==> config.mk <==
export PLATFORM = sky130hd
export DESIGN_NAME = lsclk_fail_mon
export DESIGN_NICKNAME = d
export VERILOG_FILES = /design/src/rtl/lsfm_pkg.sv /design/src/rtl/lsfm_edge_sync.sv /design/src/rtl/lsfm_window.sv /design/src/rtl/lsfm_ctrl.sv /design/src/rtl/lsclk_fail_mon.sv
export SDC_FILE = /design/constraint.sdc
export NUM_CORES = 1
export LEC_CHECK = 0
export ABC_AREA = 1
export BUFFER_PORTS_ARGS = -buffer_cell sky130_fd_sc_hd__buf_2
export CAP_MARGIN = 5
export CORE_ASPECT_RATIO = 2
export CORE_MARGIN = 5
export CORE_UTILIZATION = 50
export CTS_CLUSTER_DIAMETER = 30
export CTS_CLUSTER_SIZE = 24
export DETAILED_ROUTE_END_ITERATION = 8
export PLACE_DENSITY = 0.8
export SLEW_MARGIN = 20
export SYNTH_ARGS = -nofsm -noshare
export SYNTH_HDL_FRONTEND = slang
export SYNTH_SLANG_ARGS = --single-unit
==> constraint.sdc <==
create_clock -name clk -period 4.3 [get_ports clk]
set_clock_uncertainty 0.05 [all_clocks]
set_input_delay 0.645 -clock clk [delete_from_list [all_inputs] [get_ports clk]]
set_output_delay 0.645 -clock clk [all_outputs]
set_load 0.02 [all_outputs]
==> src/rtl/lsfm_pkg.sv <==
// Package: shared encodings for the low-speed failure monitor.
// Assumes the 2-bit power-mode and system-clock codes listed in the brief.
package lsfm_pkg;
    typedef enum logic [1:0] {
        PM_RUN   = 2'd0,
        PM_LOWP  = 2'd1,
        PM_STBY  = 2'd2,
        PM_SHDN  = 2'd3
    } pmode_e;

    typedef enum logic [1:0] {
        SYS_HSI_INT = 2'd0,
        SYS_HS_EXT  = 2'd1,
        SYS_LS_INT  = 2'd2,
        SYS_LS_EXT  = 2'd3
    } sysclk_e;
endpackage

==> src/rtl/lsfm_edge_sync.sv <==
// Module: brings the slow clock into the reference domain and flags its rising edges.
// Assumes the reference clock runs several times faster than the monitored clock.
module lsfm_edge_sync #(
    parameter int STAGES = 2
) (
    input  logic clk,
    input  logic por_n,
    input  logic async_in,
    output logic rise_o
);
    localparam int CHAIN_W = STAGES + 1;

    logic [CHAIN_W-1:0] chain_q;

    // Shift the slow clock through the synchronizer plus one history stage.
    always_ff @(posedge clk) begin
        if (!por_n) chain_q <= '0;
        else        chain_q <= {chain_q[CHAIN_W-2:0], async_in};
    end

    assign rise_o = chain_q[CHAIN_W-2] & ~chain_q[CHAIN_W-1];
endmodule

==> src/rtl/lsfm_window.sv <==
// Module: counts reference cycles since the last slow-clock edge and reports a timeout.
// Assumes the limit is held stable while the monitor is active.
module lsfm_window #(
    parameter int CNT_W = 16
) (
    input  logic             clk,
    input  logic             por_n,
    input  logic             active_i,
    input  logic             edge_i,
    input  logic [CNT_W-1:0] limit_i,
    output logic             fail_o
);
    logic [CNT_W-1:0] cnt_q;

    // Restart on every edge or while idle; otherwise count up to the limit and hold there.
    always_ff @(posedge clk) begin
        if (!por_n || !active_i || edge_i) cnt_q <= '0;
        else if (cnt_q != limit_i)         cnt_q <= cnt_q + 1'b1;
    end

    assign fail_o = active_i && !edge_i && (cnt_q == limit_i);


    no_early_fail_chk: assert property (@(posedge clk) disable iff (!por_n)
        edge_i |=> !fail_o || (limit_i == '0));
endmodule

==> src/rtl/lsfm_ctrl.sv <==
// Module: enable bit with its acceptance rule, sticky flag, wake-up request and clock gate.
// Assumes fail_i is a single-cycle detection from the window counter.
module lsfm_ctrl
    import lsfm_pkg::*;
(
    input  logic       clk,
    input  logic       por_n,
    input  logic       rtc_swrst,
    input  logic       en_wr,
    input  logic       en_wdata,
    input  logic       xosc_on,
    input  logic       xosc_rdy,
    input  logic       iosc_on,
    input  logic       iosc_rdy,
    input  logic [1:0] rtc_src,
    input  logic [1:0] pmode,
    input  logic       flag_clr,
    input  logic       fail_i,
    output logic       en_o,
    output logic       flag_o,
    output logic       wake_o,
    output logic       pass_o
);
    logic en_q, flag_q, wake_q, pass_q;
    logic set_ok;

    assign set_ok = en_wr && en_wdata && xosc_on && xosc_rdy && iosc_on && iosc_rdy
                    && (rtc_src != 2'd0);

    // Enable bit: set by an accepted write, cleared only by a reset or a failure.
    always_ff @(posedge clk) begin
        if (!por_n || rtc_swrst || fail_i) en_q <= 1'b0;
        else if (set_ok)                   en_q <= 1'b1;
    end

    // Sticky flag: a failure wins over a clear in the same cycle.
    always_ff @(posedge clk) begin
        if (!por_n)        flag_q <= 1'b0;
        else if (fail_i)   flag_q <= 1'b1;
        else if (flag_clr) flag_q <= 1'b0;
    end

    // Wake request: raised by a failure in low-power mode, dropped on return to run.
    always_ff @(posedge clk) begin
        if (!por_n)                                  wake_q <= 1'b0;
        else if (fail_i && pmode == PM_LOWP)         wake_q <= 1'b1;
        else if (pmode == PM_RUN)                    wake_q <= 1'b0;
    end

    // Clock gate: closes on failure, reopens on power-on or rtc software reset.
    always_ff @(posedge clk) begin
        if (!por_n || rtc_swrst) pass_q <= 1'b1;
        else if (fail_i)         pass_q <= 1'b0;
    end

    assign en_o   = en_q;
    assign flag_o = flag_q;
    assign wake_o = wake_q;
    assign pass_o = pass_q;


    en_set_needs_ready_chk: assert property (@(posedge clk) disable iff (!por_n)
        $rose(en_q) |-> $past(xosc_rdy && iosc_rdy && xosc_on && iosc_on && rtc_src != 2'd0));

    en_no_sw_clear_chk: assert property (@(posedge clk) disable iff (!por_n)
        en_q && !fail_i && !rtc_swrst |=> en_q);

    flag_sticky_chk: assert property (@(posedge clk) disable iff (!por_n)
        flag_q && !flag_clr |=> flag_q);

    idle_mode_no_fail_chk: assert property (@(posedge clk) disable iff (!por_n)
        (pmode == PM_STBY || pmode == PM_SHDN) |-> !fail_i);
endmodule

==> src/rtl/lsclk_fail_mon.sv <==
// Module: top of the low-speed oscillator failure monitor; also holds the
// system-clock selection, which a failure may override.
// Assumes synchronous active-low resets and a reference clock well above the monitored one.
module lsclk_fail_mon
    import lsfm_pkg::*;
#(
    parameter int CNT_W     = 16,
    parameter int SYNC_STGS = 2
) (
    input  logic             clk,
    input  logic             por_n,
    input  logic             sys_rst_n,
    input  logic             rtc_swrst,
    input  logic             lsclk_in,
    input  logic             xosc_on,
    input  logic             xosc_rdy,
    input  logic             iosc_on,
    input  logic             iosc_rdy,
    input  logic [1:0]       rtc_src,
    input  logic [1:0]       pmode,
    input  logic             en_wr,
    input  logic             en_wdata,
    input  logic             flag_clr,
    input  logic             sel_wr,
    input  logic [1:0]       sel_wdata,
    input  logic [CNT_W-1:0] win_limit,
    output logic             mon_en,
    output logic             fail_flag,
    output logic             wake_req,
    output logic [1:0]       sysclk_sel,
    output logic             rtc_clk_o
);
    logic ls_rise, fail_det, active, pass;
    logic [1:0] sel_q;

    assign active = mon_en && (pmode == PM_RUN || pmode == PM_LOWP);

    lsfm_edge_sync #(.STAGES(SYNC_STGS)) sync_i (
        .clk(clk), .por_n(por_n), .async_in(lsclk_in), .rise_o(ls_rise)
    );

    lsfm_window #(.CNT_W(CNT_W)) win_i (
        .clk(clk), .por_n(por_n), .active_i(active), .edge_i(ls_rise),
        .limit_i(win_limit), .fail_o(fail_det)
    );

    lsfm_ctrl ctrl_i (
        .clk(clk), .por_n(por_n), .rtc_swrst(rtc_swrst), .en_wr(en_wr),
        .en_wdata(en_wdata), .xosc_on(xosc_on), .xosc_rdy(xosc_rdy),
        .iosc_on(iosc_on), .iosc_rdy(iosc_rdy), .rtc_src(rtc_src), .pmode(pmode),
        .flag_clr(flag_clr), .fail_i(fail_det), .en_o(mon_en), .flag_o(fail_flag),
        .wake_o(wake_req), .pass_o(pass)
    );

    // System-clock selection: system reset defaults it, a failure forces the internal low-speed source.
    always_ff @(posedge clk) begin
        if (!por_n || !sys_rst_n)                 sel_q <= SYS_HSI_INT;
        else if (fail_det && sel_q == SYS_LS_EXT) sel_q <= SYS_LS_INT;
        else if (sel_wr)                          sel_q <= sel_wdata;
    end

    assign sysclk_sel = sel_q;
    assign rtc_clk_o  = lsclk_in & pass;


    fail_forces_lsi_chk: assert property (@(posedge clk) disable iff (!por_n)
        fail_det && sel_q == SYS_LS_EXT && sys_rst_n |=> sel_q == SYS_LS_INT);

    gate_closed_chk: assert property (@(posedge clk) disable iff (!por_n)
        fail_det && !rtc_swrst |=> !rtc_clk_o);
endmodule

After elaboration in Yosys (flattened, before gate mapping)
Cells that the tools add are included.
Widths: inputs -> output; s select.

storage, ports and cells
  register bits after elaboration = 25
  latch bits = 0
  bits in writable memories = 0
  bits in read-only memories = 0
  input bits = 35
  output and inout bits = 6
  memories = 0

operators by class
  $add $sub $neg = 1
  $mul = 0
  divide/modulo/power cells = 0
  order comparisons = 0
  equal/unequal tests = 4
  shift-type cells = 0
  muxes and demuxes = 6
  bitwise logic cells = 3
  reduce and logical (&&, ||, !) cells = 27

operator list
  cell                   count
  $add 16x1->16 const B  1
  $eq 16x16->1           1
  $ne 16x16->1           1
  $logic_and 1x1->1      11
  $reduce_bool 2->1      4
  $logic_or 1x1->1       6
  $logic_not 1->1        4
  $mux 1                 4
  $mux 2                 2
  $and 1x1->1            2
  $eq 2x1->1 const B     1
  $eq 2x2->1 const B     1
  $logic_not 2->1        1
  $reduce_or 2->1        1
  $not 1->1              1

Depth between registers and ports, before layout
Gate-level depths: netlist of run 1.

  word-level depth = 7
  gate-level depth with buffers = 11

Cells and area by module
A second synthesis of run 1 with hierarchy kept.

unflattened totals
  cells, all modules = 306
  area, all modules = 1774.2 um^2

modules (own cells, without submodules)
  module          times used  cells an instance  area an instance (um^2)  seq. area each (um^2)
  lsfm_window     1           249                1392.6                   320.3
  lsfm_ctrl       1           26                 172.7                    80.1
  lsclk_fail_mon  1           20                 116.4                    40.0
  lsfm_edge_sync  1           11                 92.6                     60.1

Worst setup path after synthesis of run 1
No wires, ideal clock.

  kind = input port to flip-flop
  start point = input win_limit[5]
  end point = register win_i.cnt_q[7]
  setup time = 115 ps
  arrival = 1445 ps
  data required time = 4135 ps
  slack = 2690 ps
  cell stages on the path = 8
  buffers on the path = 1
  cell sequence = xor2_1 nor2_1 nand2_1 nor2_4 nand2_4 buf_6 a21oi_1 nor2_1

between the ends
  longest elaborated chain between the ends = 1

ends and longest elaborated chain
  item                    RTL line              RTL
  start: declaration      lsclk_fail_mon.sv:26  input logic [CNT_W-1:0] win_limit,
  $ne 16x16->1            lsfm_window.sv:18     else if (cnt_q != limit_i) cnt_q <= cnt_q + 1'b1;
  end signal: assignment  lsfm_window.sv:18
  end: declaration        lsfm_window.sv:13     logic [CNT_W-1:0] cnt_q;

Every way passes these cells.
A chain may end at the register's enable or synchronous reset.

Worst setup path after layout of run 1
  start point = register win_i.cnt_q[0]
  end point = register win_i.cnt_q[4]

between the ends
  longest elaborated chain between the ends = 1
  elaborated cells between the ends (all ways) = 2

ends and longest elaborated chain
  item                                           RTL line
  $add 16x1->16 or $ne 16x16->1 (tied branches)  lsfm_window.sv:18

Several ways; a longest one is shown, not always the timed one.

==> out/metrics.cfg, run 1 <==
[synthesis]
ys_async_sr_fraction_pct = 0
synth_adder_area_share_pct = 0.779
synth.area.top_cells = dfxtp_1 31%, nand2_1 19%, inv_1 9.3%
post-synth-top-count-cell = nand2_1
synth_enable_flop_cells = 0
postSynthCellCount = 260
main_combinational_cell_family_by_area_after_synthesis = simple AND/OR/NAND/NOR gates
syn-cell-area_sq_um = 1610
postSynthNetCount = 296
postSynthAreaPerCell_sq_um = 6.18
yosys_warnings = 0
yosys.cell_types.count = 25
synth.top_cells.by_count = 82 x nand2_1, 40 x inv_1, 29 x nor2_1
yosys_register_bits = 25
synth_compound_area_share_pct = 8.10
netlist.top_cell.by_area = dfxtp_1
synth_mux_area_share_pct = 0.623
synth_xor_xnor_area_share_pct = 4.91
synth-simple-area-share_pct = 41.1
yosysTopAreaCellShare_pct = 31.2
synthFlopType = dfxtp_1
synth_sequential_area_ratio_pct = 31.2

[clocking]
h_tree_depth = 1
cts_hold_buf = 0
cts_sink_cnt = 25
path_clk_slew_ps = 90
clock-root-buffer = clkbuf_8
cts_post_setup_buffers_inserted = 0
cts_made_buffers = 3
cts-resized-gates = 0
tritoncts = yes
bufs_on_longest_clock_path = 2
worst_skew_pair.late_latency_ps = 270

[worst_setup_path]
start_kind = flop
timing.critical_path.arrival_ps = 1950
reg2reg_to = win_i.cnt_q[4]
cpPeakStageDelay_ps = 450
cell_count_of_the_worst_reg_to_reg_path = 9
worst_path_dominant_cell_family = simple AND/OR/NAND/NOR gates
ff2ff_setup_slack_ps = 2480
worst_r2r_startpoint = win_i.cnt_q[0]
path_depth = 9
worstPathCellList = inv_2 -> nand2_1 -> nand2_1 -> nor2_1 -> nand2_1 -> nor2_4 -> nand2_4 -> a21oi_1 -> nor2_1
crit_fanout = 22
crit_start = win_i.cnt_q[0]
worst-path-buf-inv = 1
critPathKind = reg2reg
crit_end = win_i.cnt_q[4]
worst-endpoint-required_ps = 4430
critical-path-top-cell-by-count = nand2_1
critical_path.endpoint_type = flop
crit_path_top_delay_cell = dfxtp_1

[power_and_ir_drop]
power.leakage_nw = 0.864
vdd_ir_drop_max_uv = 244
pwr_per_cell_area_nw_per_um2 = 224
power.total_mw = 0.412

[place]
dp.final_hpwl_um = 2980
placedInstanceArea_sq_um = 1800
routabilityCongestion = 0.917
port-buffer-count = 40
place_inst = 326

[finish]
flow.area_growth_from_synthesis_pct = 14.6
sequential_cell_area_sq_um = 500
post_route_cells_drive_above_1_share_pct = 18.4
final_core_utilization_pct = 58.3
final-instance-count-excl-fill = 330
insertedDiodeCount = 0
finalNetCount = 336
area_used_by_multi_input_combinational_logic_sq_um = 892
fillers = 323
final_design_area_no_fill_sq_um = 1840

[detailed_routing]
antenna_violating_nets_post_route = 0
dr_iter_0_viols = 46
routedWlPerCell_um = 11.2
vias = 1653
post_drt_via_cell_ratio = 5.01
wl_um = 3710
drcViolationCount = 0
first_pass_iters = 7

[grt]
grt_max_degree = 23
global_route.usage.total_pct = 16.7
via_count_of_the_first_global_routing_pass = 1561
grtUsageMet3_pct = 2.65
met2_usage_pct = 30.4
wire_length_of_the_first_global_routing_pass_um = 6180
grt-busiest-layer = met2
aggregate_global_routing_overflow = 0
global_route.usage.met1_pct = 16.7
grt_antenna_before_repair = 0

[floorplan]
floorplan.rows = 29
dieArea_sq_um = 4520
initial_utilization_pct = 50.9
die_w_um = 50.1
die_h_um = 90.2
core_sq_um = 3160
ioPinCount = 41

[timing]
grt_setup_unrepaired = false
max_freq_mhz = 548
timing.setup.tns_ps = 0
relSlewSlack_pct = 68.8
final_min_period_over_clock_period_pct = 42.4
finalSetupViolations = 0
hold_violations = 0
worst_slew_pin_slew_ps = 465
report.final.slew_viol_count = 0
finalCriticalPeriod_ps = 1820

[status]
status = completed

[flow_run]
timing.max_cap.violations = 0

[hold_path]
min_path_type = reg2reg
hp-start = sync_i.chain_q[0]

## worst reg2reg max path: stages, from the launching register on
cell	delay, ps
dfxtp_1	450
inv_2	60
nand2_1	50
nand2_1	50
nor2_1	140
nand2_1	140
nor2_4	320
nand2_4	230
a21oi_1	190
nor2_1	60
## state kept, by name, indices dropped and copies added (netlist names)
name            count
win_i.cnt_q        16
sync_i.chain_q      3
sysclk_sel          2
ctrl_i.en_o         1
ctrl_i.flag_o       1
ctrl_i.pass_o       1
ctrl_i.wake_o       1
## cells by family (layout without fill, tap and decap cells)
group                      after synthesis  after routing
buffers and inverters                   49             88
xor gates and xnor gates                 9              9
and+or+nand+nor                        151            151
AOI/OAI and AO/OA                       24             24
DFF                                     25             25
muxes                                    1              1
adders and majority gates                1              1
## how the worst min path moves through the flow
stage                     cells after the start           endpoint  slack (ps)
after CTS                                     2  sync_i.chain_q[1]         370
after detailed placement                      2  sync_i.chain_q[1]         350
after global routing                          2  sync_i.chain_q[1]         400
after global placement                        2  sync_i.chain_q[1]         350
final                                         2  sync_i.chain_q[1]         370
after floorplan                               2  sync_i.chain_q[1]         340
## report_power, final
| part | internal [mW] | switching, mW | total (mW) | leakage [nW] |
|---|---|---|---|---|
| combinational | 0.0194 | 0.0186 | 0.0379 | 0.639 |
| sequential | 0.233 | 0.000883 | 0.234 | 0.202 |
| clock | 0.0664 | 0.0738 | 0.140 | 0.0228 |
## layout by cell type, fill, tap and decap left out, types with 2 or more instances in the layout
| master | n |
|---|---|
| a21oi_1 | 17 |
| buf_2 | 40 |
| clkbuf_8 | 3 |
| dfxtp_1 | 25 |
| inv_1 | 40 |
| inv_2 | 3 |
| nand2_1 | 82 |
| nand2_2 | 2 |
| nand3_1 | 22 |
| nand4_1 | 5 |
| nor2_1 | 29 |
| nor2_4 | 2 |
| nor3_1 | 4 |
| nor3_2 | 2 |
| o21ai_0 | 3 |
| o21ai_1 | 2 |
| xor2_1 | 9 |
## final cells by class
class,instances,share of cell area (%)
Multi-Input combinational cell,186,48.4
Timing Repair Buffer,40,10.9
Clock buffer,4,2.45
Sequential cell,25,27.2
Inverter,44,8.97
Tap cell,31,2.11
## per-stage QoR
stage | worst slack, ps | hold WS [ps]
2_1_floorplan | 2690 | 340
3_3_place_gp | 2250 | 347
3_5_place_dp | 2220 | 352
4_1_cts | 2500 | 373
5_1_grt | 2320 | 397
6_report | 2480 | 369
## layer usage
layer  share of wire [%]  wire length (um)
met1                  38              1410
met2                  52              1920
met3                 5.8               214
met4                 4.5               166
met5                   0                 0
(Power assumes the default switching activity.)
==> run 2: changes to the inputs <==
CORE_UTILIZATION = 47   (was 50)
PLACE_DENSITY = 0.79   (was 0.8)
clock period = 1.5 ns   (was 4.3 ns; I/O delays follow)
==> run 2 against run 1 <==
Against the previous run: the flow now finishes with violations (negative setup slack); count of clock-buffer cells in the layout down 1; core utilization up 12 points; final area up 28%; non-clock buffer count up 39; die area up 5.4%; worst hold slack worse by 270 ps; register-to-register slack worse by 2600 ps; first-iteration DRC count up 50%; global-route usage up 2.9 points; total power rose to 2.9 times the previous value; routed wire length up 36%; largest cell class unchanged; largest power group unchanged.
==> out/metrics.cfg, run 2 (synthesized netlist as in run 1, its figures left out) <==
[detailed_routing]
wl_um = 5050
drcViolationCount = 0
vias = 1953
dr_iter_0_viols = 69
post_drt_via_cell_ratio = 5.26
first_pass_iters = 4
routedWlPerCell_um = 13.6
antenna_violating_nets_post_route = 0

[floorplan]
floorplan.rows = 30
die_h_um = 92.7
die_w_um = 51.3
ioPinCount = 41
core_sq_um = 3340
initial_utilization_pct = 48.1
dieArea_sq_um = 4760

[grt]
aggregate_global_routing_overflow = 0
global_route.usage.total_pct = 19.6
wire_length_of_the_first_global_routing_pass_um = 7380
grt_antenna_before_repair = 0
grt_max_degree = 23
via_count_of_the_first_global_routing_pass = 1841

[worst_setup_path]
critical-path-top-cell-by-count = nand2_1
cpPeakStageDelay_ps = 410
critPathKind = reg2reg
crit_path_top_delay_cell = dfxtp_4
worst-endpoint-required_ps = 1620
crit_fanout = 6
start_kind = flop
worstPathCellList = inv_2 -> nand2_1 -> nand2_1 -> nor2_1 -> nand2_1 -> nor2_4 -> buf_6 -> nand4_1 -> and2_1
critical_path.endpoint_type = flop
timing.critical_path.arrival_ps = 1780

[finish]
fillers = 282
final_core_utilization_pct = 70.3
insertedDiodeCount = 0
post_route_cells_drive_above_1_share_pct = 42.8
most-common-layout-cells = 74 x nand2_1, 40 x buf_2, 36 x inv_1, 34 x buf_4, 24 x nor2_1
layout.cells.most_common = nand2_1
sequential_cell_area_sq_um = 526
flow.area_growth_from_synthesis_pct = 46.3
largest_reg_flops = 16
most_flop_heavy_register = win_i.cnt_q
area_used_by_multi_input_combinational_logic_sq_um = 1060
finalNetCount = 376

[clocking]
cts_hold_buf = 0
path_clk_slew_ps = 100
bufs_on_longest_clock_path = 2
tritoncts = yes
cts_made_buffers = 3
cts_sink_cnt = 25
worst_skew_pair.late_latency_ps = 270
clock-root-buffer = clkbuf_8
h_tree_depth = 1

[timing]
finalSetupViolations = 18
report.final.slew_viol_count = 0
relSlewSlack_pct = 72.5
hold_violations = 0
max_freq_mhz = 603
finalCriticalPeriod_ps = 1660
final_min_period_over_clock_period_pct = 111
worst_slew_pin_slew_ps = 411
setup_slack_ps = -158
grt_setup_unrepaired = true
fin_hold_ws_ps = 98.2

[power_and_ir_drop]
power.leakage_nw = 1.11
pwr_per_cell_area_nw_per_um2 = 511
vdd_ir_drop_max_uv = 650
power.total_mw = 1.20

[place]
dp.final_hpwl_um = 3440
port-buffer-count = 40
routabilityCongestion = 0.932

[status]
failed_checks = negative setup slack
status = finished with violations

[flow_run]
timing.max_cap.violations = 0

[hold_path]
min_path_type = in2reg

run 2: repair_timing:
| action | 4_1_cts | 5_1_grt |
|---|---|---|
| resized for setup | 15 | 50 |
| pin swaps | 4 | 18 |
| cloned | 0 | 1 |
| hold endpoints to repair | 0 | 0 |
| setup buffers | 2 | 10 |
| setup endpoints to repair | 16 | 22 |
run 2: stage by stage:
| stage | area, sq um | TNS, ps | instances | setup slack (ps) |
|---|---|---|---|---|
| 2_1_floorplan | 1610 | 0 | 260 | 111 |
| 3_3_place_gp | 2000 | -293 | 354 | -64.1 |
| 3_5_place_dp | 2000 | -537 | 354 | -91.3 |
| 4_1_cts | 2110 | -49.8 | 360 | -21.3 |
| 5_1_grt | 2350 | -3390 | 371 | -240 |
| 6_report | 2350 | -1030 | 371 | -158 |
run 2: power by group:
part	leakage, nW	total [mW]	internal [mW]	switching, mW
combinational	0.876	0.117	0.0575	0.0597
sequential	0.209	0.664	0.661	0.00258
clock	0.0217	0.420	0.189	0.232
total	1.11	1.20	0.907	0.294
run 2: layout make-up:
type,instances,area share (%)
clock buffers,3,1.76
clock inverters,1,0.319
inverters,44,7.14
multi-input cells,187,44.9
flip-flops and latches,25,22.4
well taps,32,1.70
repair buffers,79,21.8
run 2: final timing paths:
check | end | depth (start not counted) | from | slack, ps
max | sysclk_sel[0] | 9 | win_i.cnt_q[0] | -160
min | sync_i.chain_q[0] | 3 | lsclk_in | 100
max reg2reg | sysclk_sel[0] | 9 | win_i.cnt_q[0] | -160
min reg2reg | sync_i.chain_q[1] | 2 | sync_i.chain_q[0] | 380
run 2: metal layers:
| metal | part of all wire (%) | wire length [um] | GRT usage (%) | vias up |
|---|---|---|---|---|
| met5 | 0 | 0 | 0 | - |
| met4 | 3.6 | 182 | 9.85 | 0 |
| met3 | 5.2 | 262 | 2.25 | 17 |
| met2 | 58 | 2950 | 37.6 | 72 |
| met1 | 33 | 1660 | 19.6 | 901 |
| li1 | - | - | - | 963 |
run 2: worst max-delay path, delay by kind of cell, from the launching register on:
family | cells | cell delay (ps)
flops | 1 | 410
buf+inv | 2 | 200
simple gates | 7 | 880
==> run 3: changes to the inputs <==
TNS_END_PERCENT = 30   (was not set)
==> run 3 against run 2 <==
Against the previous run: the flow still finishes with violations (negative setup slack); register-to-register slack is essentially flat; combinational power hardly changed; sequential power is essentially flat; setup slack improved by 12 ps; critical path depth is the same; total power barely moved; fmax up 0.71%; routed wire length decreased by 1.9%; flip-flop and latch count is the same.
==> out/metrics.cfg, run 3 (synthesized netlist as in run 1, its figures left out) <==
[worst_setup_path]
worst_r2r_startpoint = win_i.cnt_q[1]
timing.critical_path.arrival_ps = 1770
path_depth = 9
cpPeakStageDelay_ps = 400
ff2ff_setup_slack_ps = -150
worst-path-buf-inv = 2
worst-endpoint-required_ps = 1620
worst_path_dominant_cell_family = simple AND/OR/NAND/NOR gates
crit_start = win_i.cnt_q[1]
cell_count_of_the_worst_reg_to_reg_path = 9
crit_path_top_delay_cell = dfxtp_4
worstPathCellList = nand2_2 -> inv_1 -> nor2_1 -> nor2_1 -> nand2_1 -> nor2_4 -> buf_6 -> nand4_1 -> and2_1
critical-path-top-cell-by-count = nor2_1
critPathKind = reg2reg
critical_path.endpoint_type = flop
start_kind = flop
crit_fanout = 5

[finish]
most-common-layout-cells = 76 x nand2_1, 40 x buf_2, 37 x inv_1, 32 x buf_4, 24 x nor2_1
final_core_utilization_pct = 69.4
post_route_cells_drive_above_1_share_pct = 40.9
finalNetCount = 374
most_flop_heavy_register = win_i.cnt_q
sequential_cell_area_sq_um = 523
largest_reg_flops = 16
layout.cells.most_common = nand2_1
flow.area_growth_from_synthesis_pct = 44.4
insertedDiodeCount = 0
fillers = 291
area_used_by_multi_input_combinational_logic_sq_um = 1040

[timing]
setup_slack_ps = -146
final_min_period_over_clock_period_pct = 110
relSlewSlack_pct = 72.4
hold_violations = 0
finalCriticalPeriod_ps = 1650
timing.setup.tns_ps = -651
worst_slew_pin_slew_ps = 413
finalSetupViolations = 17
report.final.slew_viol_count = 0
fin_hold_ws_ps = 96.8
grt_setup_unrepaired = true
max_freq_mhz = 607

[clocking]
cts_made_buffers = 3
cts_hold_buf = 0
path_clk_slew_ps = 90
h_tree_depth = 1
worst_skew_pair.late_latency_ps = 270
clock-root-buffer = clkbuf_8
cts_sink_cnt = 25
tritoncts = yes
bufs_on_longest_clock_path = 2

[grt]
wire_length_of_the_first_global_routing_pass_um = 7380
grt_antenna_before_repair = 0
via_count_of_the_first_global_routing_pass = 1841
global_route.usage.total_pct = 19.6
grt_max_degree = 23
aggregate_global_routing_overflow = 0

[detailed_routing]
routedWlPerCell_um = 13.4
drcViolationCount = 0
first_pass_iters = 4
wl_um = 4950
dr_iter_0_viols = 34
antenna_violating_nets_post_route = 0
post_drt_via_cell_ratio = 5.24
vias = 1932

[place]
routabilityCongestion = 0.932
port-buffer-count = 40
dp.final_hpwl_um = 3440

[power_and_ir_drop]
switching_share_pct = 24.3
power.total_mw = 1.20
power.combinational.fraction_pct = 9.7
power.net_switching_mw = 0.291
seq_power_share_pct = 55.4
cell_internal_pwr_mw = 0.909
pwr_per_cell_area_nw_per_um2 = 517
share_clk_of_total_power_pct = 34.9
vdd_ir_drop_max_uv = 658
power.leakage_nw = 1.09

[floorplan]
floorplan.rows = 30
initial_utilization_pct = 48.1
die_w_um = 51.3
core_sq_um = 3340
die_h_um = 92.7
dieArea_sq_um = 4760
ioPinCount = 41

[hold_path]
hp-start = rtc_swrst
min_path_type = in2reg
min_path_cells = 3

[status]
failed_checks = negative setup slack
status = finished with violations

[flow_run]
timing.max_cap.violations = 0

run 3: worst paths after layout:
| kind | end |
|---|---|
| worst min register to register | sync_i.chain_q[1] |
| worst max-delay path | sysclk_sel[0] |
| worst max register to register | sysclk_sel[0] |
| worst min-delay path | ctrl_i.pass_o |
run 3: power by group through the flow:
stage / registers (mW) / clock network (mW) / logic [mW]
floorplan: 0.689 / 0 / 0.0494
global placement: 0.686 / 0 / 0.109
global route: 0.666 / 0.449 / 0.133
CTS: 0.671 / 0.426 / 0.114
finish: 0.665 / 0.418 / 0.117
detailed placement: 0.687 / 0 / 0.112
run 3: worst min-delay path: stages:
cell,delay [ps]
buf_2,70
nor2_1,40
nand2_1,50
run 3: final cells by class:
type / instances / share of cell area, %
timing repair buffer: 77 / 21.4
sequential: 25 / 22.5
tap: 32 / 1.73
clock buffer: 3 / 1.78
inverter: 44 / 7.23
multi-input combinational: 187 / 45.0
clock inverter: 1 / 0.324
run 3: stage by stage:
step | setup slack (ps) | std cells | cell area, sq um
after detailed placement | -91.3 | 354 | 2000
final | -146 | 369 | 2320
after global placement | -64.1 | 354 | 2000
after floorplan | 111 | 260 | 1610
after global routing | -219 | 369 | 2320
after CTS | -21.3 | 360 | 2110
run 3: routing by layer:
layer / share of wire [%] / track usage, % / vias to the layer above
met5: 0 / 0 / -
met3: 4.3 / 2.25 / 19
met2: 57 / 37.6 / 66
met1: 35 / 19.6 / 886
met4: 3.2 / 9.85 / 0
li1: - / - / 961
run 3: repair_timing:
action                                 CTS  global route
buffers inserted                         2             8
pin swaps                                4            14
resized for setup                       15            44
cloned                                   0             1
setup endpoints to repair               16            22
endpoints found under the hold margin    0             0
